[src/rtl/rsync_pwm_pkg.sv]
package rsync_pwm_pkg;
  localparam int NCH  = 2;
  localparam int NREG = 4;
  localparam int NPH  = 3;
  localparam int PH_KILL = 1;  // phase whose inverted pin the ch1 mode bit blocks
  typedef enum logic [1:0] {SEL_A = 2'd0, SEL_B = 2'd1, SEL_C = 2'd2, SEL_D = 2'd3} reg_sel_e;
  localparam logic [2:0] ADR_MODE = 3'b100;  // addr 8/9, bit0 picks channel
  localparam logic [2:0] ADR_CLR  = 3'b101;  // addr 10/11, bit0 picks channel
endpackage

[src/rtl/rsp_counter.sv]
module rsp_counter #(
  parameter int W = 16
) (
  input  logic         clk_i,
  input  logic         rst_ni,
  input  logic [W-1:0] prd_i,
  output logic [W-1:0] cnt_o,
  output logic         wrap_o
);
  logic [W-1:0] cnt_q;

  assign wrap_o = (cnt_q == prd_i);
  assign cnt_o  = cnt_q;

  always_ff @(posedge clk_i or negedge rst_ni) begin
    if (!rst_ni)     cnt_q <= '0;
    else if (wrap_o) cnt_q <= '0;
    else             cnt_q <= cnt_q + 1'b1;
  end


  wrap_to_zero_chk: assert property (@(posedge clk_i) disable iff (!rst_ni)
    wrap_o |=> (cnt_q == '0));
endmodule

[src/rtl/rsp_wave.sv]
module rsp_wave #(
  parameter int W = 16
) (
  input  logic         clk_i,
  input  logic         rst_ni,
  input  logic [W-1:0] cnt_i,
  input  logic [W-1:0] duty_i,
  input  logic         wrap_i,
  output logic         out_o
);
  logic out_q;

  assign out_o = out_q;

  // clear point outranks the duty match
  always_ff @(posedge clk_i or negedge rst_ni) begin
    if (!rst_ni)                 out_q <= 1'b0;
    else if (wrap_i)             out_q <= 1'b1;
    else if (cnt_i == duty_i)    out_q <= 1'b0;
  end


  rise_on_wrap_chk: assert property (@(posedge clk_i) disable iff (!rst_ni)
    wrap_i |=> out_q);

  fall_on_duty_chk: assert property (@(posedge clk_i) disable iff (!rst_ni)
    (!wrap_i && cnt_i == duty_i) |=> !out_q);
endmodule

[src/rtl/rsp_channel.sv]
module rsp_channel
  import rsync_pwm_pkg::*;
#(
  parameter int W = 16
) (
  input  logic            clk_i,
  input  logic            rst_ni,
  input  logic [W-1:0]    cnt_i,
  input  logic            wrap_i,
  input  logic            buf_a_i,
  input  logic            buf_b_i,
  input  logic            wr_en_i,
  input  logic [1:0]      wr_sel_i,
  input  logic [W-1:0]    wr_data_i,
  input  logic            clr_en_i,
  input  logic [NREG-1:0] clr_mask_i,
  output logic [W-1:0]    reg_a_o,
  output logic [W-1:0]    reg_b_o,
  output logic [NREG-1:0] flags_o
);
  logic [W-1:0]    regs_q [NREG];
  logic [NREG-1:0] flag_q, set_w, clr_w;

  assign reg_a_o = regs_q[SEL_A];
  assign reg_b_o = regs_q[SEL_B];
  assign flags_o = flag_q;

  // buffer transfer is placed last so it wins over a same-cycle write
  always_ff @(posedge clk_i or negedge rst_ni) begin
    if (!rst_ni) begin
      for (int k = 0; k < NREG; k++) regs_q[k] <= '1;
    end else begin
      if (wr_en_i)            regs_q[wr_sel_i] <= wr_data_i;
      if (wrap_i && buf_a_i)  regs_q[SEL_A]    <= regs_q[SEL_C];
      if (wrap_i && buf_b_i)  regs_q[SEL_B]    <= regs_q[SEL_D];
    end
  end

  always_comb begin
    for (int k = 0; k < NREG; k++) set_w[k] = (cnt_i == regs_q[k]);
    set_w[SEL_C] = set_w[SEL_C] && !buf_a_i;
    set_w[SEL_D] = set_w[SEL_D] && !buf_b_i;
    clr_w = clr_en_i ? clr_mask_i : '0;
  end

  always_ff @(posedge clk_i or negedge rst_ni) begin
    if (!rst_ni) flag_q <= '0;
    else         flag_q <= set_w | (flag_q & ~clr_w);
  end


  a_load_chk: assert property (@(posedge clk_i) disable iff (!rst_ni)
    (wrap_i && buf_a_i) |=> (regs_q[SEL_A] == $past(regs_q[SEL_C])));

  b_load_chk: assert property (@(posedge clk_i) disable iff (!rst_ni)
    (wrap_i && buf_b_i) |=> (regs_q[SEL_B] == $past(regs_q[SEL_D])));

  c_quiet_chk: assert property (@(posedge clk_i) disable iff (!rst_ni)
    buf_a_i |=> !$rose(flag_q[SEL_C]));

  d_quiet_chk: assert property (@(posedge clk_i) disable iff (!rst_ni)
    buf_b_i |=> !$rose(flag_q[SEL_D]));

  set_beats_clr_chk: assert property (@(posedge clk_i) disable iff (!rst_ni)
    (clr_en_i && clr_mask_i[SEL_B] && cnt_i == regs_q[SEL_B]) |=> flag_q[SEL_B]);
endmodule

[src/rtl/rsync_pwm_pair.sv]
module rsync_pwm_pair
  import rsync_pwm_pkg::*;
#(
  parameter int W = 16
) (
  input  logic                 clk_i,
  input  logic                 rst_ni,
  input  logic                 wr_en_i,
  input  logic [3:0]           wr_addr_i,
  input  logic [W-1:0]         wr_data_i,
  output logic [W-1:0]         cnt_o,
  output logic [NCH*NREG-1:0]  flags_o,
  output logic [NPH-1:0]       pwm_o,
  output logic [NPH-1:0]       pwm_n_o
);
  logic [1:0]   mode0_q;   // {buf_b, buf_a}, steers both channels
  logic         kill_q;    // ch1 A-buffer bit: only blocks one pin
  logic [W-1:0] reg_a [NCH];
  logic [W-1:0] reg_b [NCH];
  logic [W-1:0] duty  [NPH];
  logic [W-1:0] cnt;
  logic         wrap;

  always_ff @(posedge clk_i or negedge rst_ni) begin
    if (!rst_ni) begin
      mode0_q <= '0;
      kill_q  <= 1'b0;
    end else if (wr_en_i && wr_addr_i[3:1] == ADR_MODE) begin
      if (wr_addr_i[0]) kill_q  <= wr_data_i[0];
      else              mode0_q <= wr_data_i[1:0];
    end
  end

  rsp_counter #(.W(W)) u_cnt (
    .clk_i (clk_i), .rst_ni(rst_ni), .prd_i(reg_a[0]), .cnt_o(cnt), .wrap_o(wrap)
  );
  assign cnt_o = cnt;

  for (genvar ch = 0; ch < NCH; ch++) begin : g_ch
    logic wr_hit, clr_hit;
    assign wr_hit  = wr_en_i && !wr_addr_i[3] && (wr_addr_i[2] == 1'(ch));
    assign clr_hit = wr_en_i && (wr_addr_i[3:1] == ADR_CLR) && (wr_addr_i[0] == 1'(ch));
    rsp_channel #(.W(W)) u_ch (
      .clk_i     (clk_i),
      .rst_ni    (rst_ni),
      .cnt_i     (cnt),
      .wrap_i    (wrap),
      .buf_a_i   (mode0_q[0]),
      .buf_b_i   (mode0_q[1]),
      .wr_en_i   (wr_hit),
      .wr_sel_i  (wr_addr_i[1:0]),
      .wr_data_i (wr_data_i),
      .clr_en_i  (clr_hit),
      .clr_mask_i(wr_data_i[NREG-1:0]),
      .reg_a_o   (reg_a[ch]),
      .reg_b_o   (reg_b[ch]),
      .flags_o   (flags_o[NREG*ch +: NREG])
    );
  end

  assign duty[0] = reg_b[0];
  assign duty[1] = reg_a[1];
  assign duty[2] = reg_b[1];

  for (genvar p = 0; p < NPH; p++) begin : g_ph
    rsp_wave #(.W(W)) u_wave (
      .clk_i(clk_i), .rst_ni(rst_ni), .cnt_i(cnt), .duty_i(duty[p]),
      .wrap_i(wrap), .out_o(pwm_o[p])
    );
    if (p == PH_KILL) begin : g_kill
      assign pwm_n_o[p] = !kill_q && !pwm_o[p];
    end else begin : g_inv
      assign pwm_n_o[p] = !pwm_o[p];
    end
  end
endmodule

[config.mk]
export PLATFORM = sky130hd
export DESIGN_NAME = rsync_pwm_pair
export DESIGN_NICKNAME = d
export VERILOG_FILES = /design/src/rtl/rsync_pwm_pkg.sv /design/src/rtl/rsp_counter.sv /design/src/rtl/rsp_wave.sv /design/src/rtl/rsp_channel.sv /design/src/rtl/rsync_pwm_pair.sv
export SDC_FILE = /design/constraint.sdc
export NUM_CORES = 1
export LEC_CHECK = 0
export ABC_AREA = 1
export BUFFER_PORTS_ARGS = -buffer_cell sky130_fd_sc_hd__buf_2
export CAP_MARGIN = 30
export CORE_UTILIZATION = 67
export DETAILED_ROUTE_END_ITERATION = 7
export MAX_ROUTING_LAYER = met4
export PLACE_DENSITY = 0.91
export SYNTH_ARGS = -nofsm -noshare
export SYNTH_HDL_FRONTEND = slang
export SYNTH_SLANG_ARGS = --single-unit
[constraint.sdc]
create_clock -name clk_i -period 2.5 [get_ports clk_i]
set_input_delay 0.5 -clock clk_i [delete_from_list [all_inputs] [get_ports clk_i]]
set_output_delay 0.5 -clock clk_i [all_outputs]
set_load 0.02 [all_outputs]
==> impl_metrics.tcl <==
set metrics [dict create \
    cts_root_buf "clkbuf_16" \
    drt_iter0_markers 1564 \
    grt_pass1_vias 9072 \
    synthCells 1273 \
    synth_seq_cells 158 \
    critPathKind "flop to flop" \
    start_kind "flop" \
    avgViaCountPerCell 6.35 \
    antenna_left 0 \
    routabilityCongestion 1.03 \
    path_cells "inv_1 -> nand2_1 -> nand2_1 -> nor2_1 -> nand2_1 -> nor2_4 -> nand3_4 -> buf_4 -> nand2_1 -> nand2_1 -> nand2_1" \
    fin_tns_setup_ns 0 \
    rsz0062_at_grt "false" \
    gr-usage-all-layers_pct 48.3 \
    postCtsResizedCells 0 \
    h-tree-depth 4 \
    numCtsBuffers 17 \
    ir_drop_mv 0.903 \
    multiInputGateArea_um2 4270 \
    overflow 0 \
    place_hpwl_um 21900 \
    arrival_ns 2.73 \
    required_ns 2.87 \
    synthesis.nets 1297 \
    finalCriticalPeriod_ns 2.36 \
    dieHeight_um 121 \
    endpoint_kind "flop" \
    leakagePower_nw 5.06 \
    drive_gt1_share_pct 20.9 \
    fin_crit_sh_pct 94.3 \
    cpMaxStageDelayCell "dfrtp_1" \
    avgSynthCellArea_um2 7.40 \
    port-buffer-count 52 \
    tightest_slew_ns 0.816 \
    seq_area_um2 4110 \
    powerDensity_nw_per_um2 1010 \
    ys.warnings.count 0 \
    cts_tree "done" \
    postCtsSetupBuffers 0 \
    synth_area_um2 9420 \
    slew_violations 0 \
    antenna_found_initial 1 \
    max_freq_ghz 0.424 \
    dieArea_um2 14500 \
    nNetsFinal 1336 \
    area_delta_synth_final_pct 10.5 \
    hold_slack_ns 0.351 \
    run_status "finished, final reports clean" \
    finalClockSkew_ns 0.00673 \
    maxCapViolCount 0 \
    clk_pin_slew_worst_paths_ns 0.06 \
    synth_cell_types 29 \
    holdCritPathClass "input port to flop" \
    fp.coreArea_um2 13500 \
    wl_per_cell_um 21.3 \
    floorplan.initialDensity_pct 70.0 \
    via_count 9532 \
    io_pins 53 \
    finalHoldViolations 0 \
    synth-seq-area-share_pct 43.7 \
    clockBufferDepth 2 \
    die_x_um 121 \
    max-slew-margin-rel_pct 45.5 \
    drt_wl_total_um 32000 \
    cts_hold_buffers 1 \
    rows 42 \
    setup_violations 0 \
    num-fill-cells 970 \
    cp_max_fo 20 \
    cts.sinks 158 \
    clk_latency_ns 0.44 \
    grt_first_pass_wirelength_um 50200 \
    crit_path_frequent_cell "nand2_1" \
    first_pass_iters 8 \
    cp_slowest_stage_delay_ns 0.45 \
    grt_max_degree 52 \
    route.detailed.drc 0 \
]
[logic make-up (layout without fill, tap and decap cells)]
| kind of cell | after synthesis | count (layout) | synth area share [%] |
|---|---|---|---|
| AOI/OAI and AO/OA | 136 | 136 | 7.70 |
| and+or+nand+nor | 704 | 704 | 32.2 |
| adders and majority gates | 1 | 1 | 0.133 |
| buffers and inverters | 217 | 269 | 11.0 |
| xor gates and xnor gates | 57 | 57 | 5.30 |
| other | 0 | 1 | 0 |
| DFF | 158 | 158 | 43.7 |
[synth_stat cells, drive strengths merged]
cell | count | area, um2
nor2 | 64 | 265
nand2 | 457 | 1720
buf | 52 | 418
or2 | 4 | 25.0
inv | 141 | 532
xnor2 | 37 | 324
nand4 | 78 | 488
clkbuf | 24 | 90.1
o221ai | 1 | 8.76
xor2 | 20 | 175
nor3 | 15 | 80.1
dfstp | 128 | 3360
o2111ai | 3 | 26.3
ha | 1 | 12.5
a21oi | 21 | 105
o22ai | 24 | 150
dfrtp | 30 | 751
o21ai | 87 | 435
nand3 | 86 | 455
[critical path, delay by kind of cell (launching register included)]
| family | cells | cell delay, ns |
|---|---|---|
| buf+inv | 2 | 0.50 |
| flops | 1 | 0.45 |
| simple gates | 9 | 1.33 |
[placed cells by master (no fill, tap or decap), types with 2 or more instances in the layout]
master	synthesis	routed
nand2_1	457	457
inv_1	133	133
dfstp_2	128	128
o21ai_0	86	86
nand3_1	84	84
nand4_1	78	78
nor2_1	58	57
buf_2	19	51
buf_4	11	38
xnor2_1	37	37
dfrtp_1	30	30
o22ai_1	24	24
a21oi_1	21	21
xor2_1	20	20
clkbuf_16	0	18
nor3_1	14	13
inv_2	7	7
nor2_2	4	5
clkinv_4	0	5
buf_12	0	5
or2_2	4	4
o2111ai_1	3	3
clkinvlp_4	0	3
nor2_4	2	2
nor3_2	1	2
nand3_4	2	2
clkinv_2	0	2
bufinv_16	0	2
[state kept, by name, summed over array words and instances (netlist names)]
name and count:
g_ch.u_ch.regs_q 64, g_ch.u_ch.reg_a_o 32, g_ch.u_ch.reg_b_o 32, u_cnt.cnt_o 16, g_ch.u_ch.flags_o 8, g_ph.u_wave.out_o 3
mode0_q 2, kill_q 1
[worst paths after layout]
kind | start | to | slack [ns] | cells past startpoint
worst max-delay path | u_cnt.cnt_o[9] | g_ch[1].u_ch.reg_b_o[11] | 0.14 | 11
worst max register to register | u_cnt.cnt_o[9] | g_ch[1].u_ch.reg_b_o[11] | 0.14 | 11
worst min register to register | g_ch[0].u_ch.regs_q[29] | g_ch[0].u_ch.regs_q[29] | 0.49 | 2
worst min-delay path | wr_data_i[10] | g_ch[1].u_ch.regs_q[10] | 0.35 | 3
min in group asynchronous | rst_ni | u_cnt.cnt_o[13] | 0.55 | 2
max in group asynchronous | rst_ni | g_ch[0].u_ch.regs_q[7] | 1.23 | 3
[metal layers]
| metal | up-vias | routed length [um] | GRT usage [%] | share of wire (%) |
|---|---|---|---|---|
| met5 | - | 0 | - | 0 |
| met4 | 0 | 2100 | 29.2 | 6.6 |
| met3 | 171 | 4850 | 14.5 | 15 |
| met2 | 817 | 13800 | 68.6 | 43 |
| met1 | 4390 | 11300 | 60.9 | 35 |
| li1 | 4154 | - | - | - |
[layout make-up]
| cell class | count | area share, % |
|---|---|---|
| multi-input cells | 898 | 41.1 |
| flip-flops and latches | 158 | 39.5 |
| repair buffers | 96 | 6.36 |
| inverters | 141 | 5.11 |
| clock buffers | 20 | 4.50 |
| well taps | 176 | 2.12 |
| clock inverters | 12 | 1.31 |
| diodes | 1 | 0.0240 |
[power breakdown]
group,switching (W),leakage (nW),internal (W),total (W)
sequential,0.000666,1.71,0.00371,0.00438
combinational,0.00227,3.06,0.00124,0.00351
clock,0.00111,0.287,0.00156,0.00266
[stage by stage]
| step | util, % | total power (W) | instance area, um2 | instances | setup WS, ns |
|---|---|---|---|---|---|
| floorplan | - | 0.00658 | 9420 | 1273 | 0.822 |
| global placement | 72.8 | 0.00761 | 9790 | 1468 | 0.343 |
| detailed placement | 72.8 | 0.00772 | 9790 | 1468 | 0.273 |
| CTS | 77.4 | 0.0104 | 10400 | 1501 | 0.226 |
| global route | 77.4 | 0.0110 | 10400 | 1502 | 0.0611 |
| finish | 77.4 | 0.0106 | 10400 | 1502 | 0.142 |
Power figures use the tool's default switching activity.
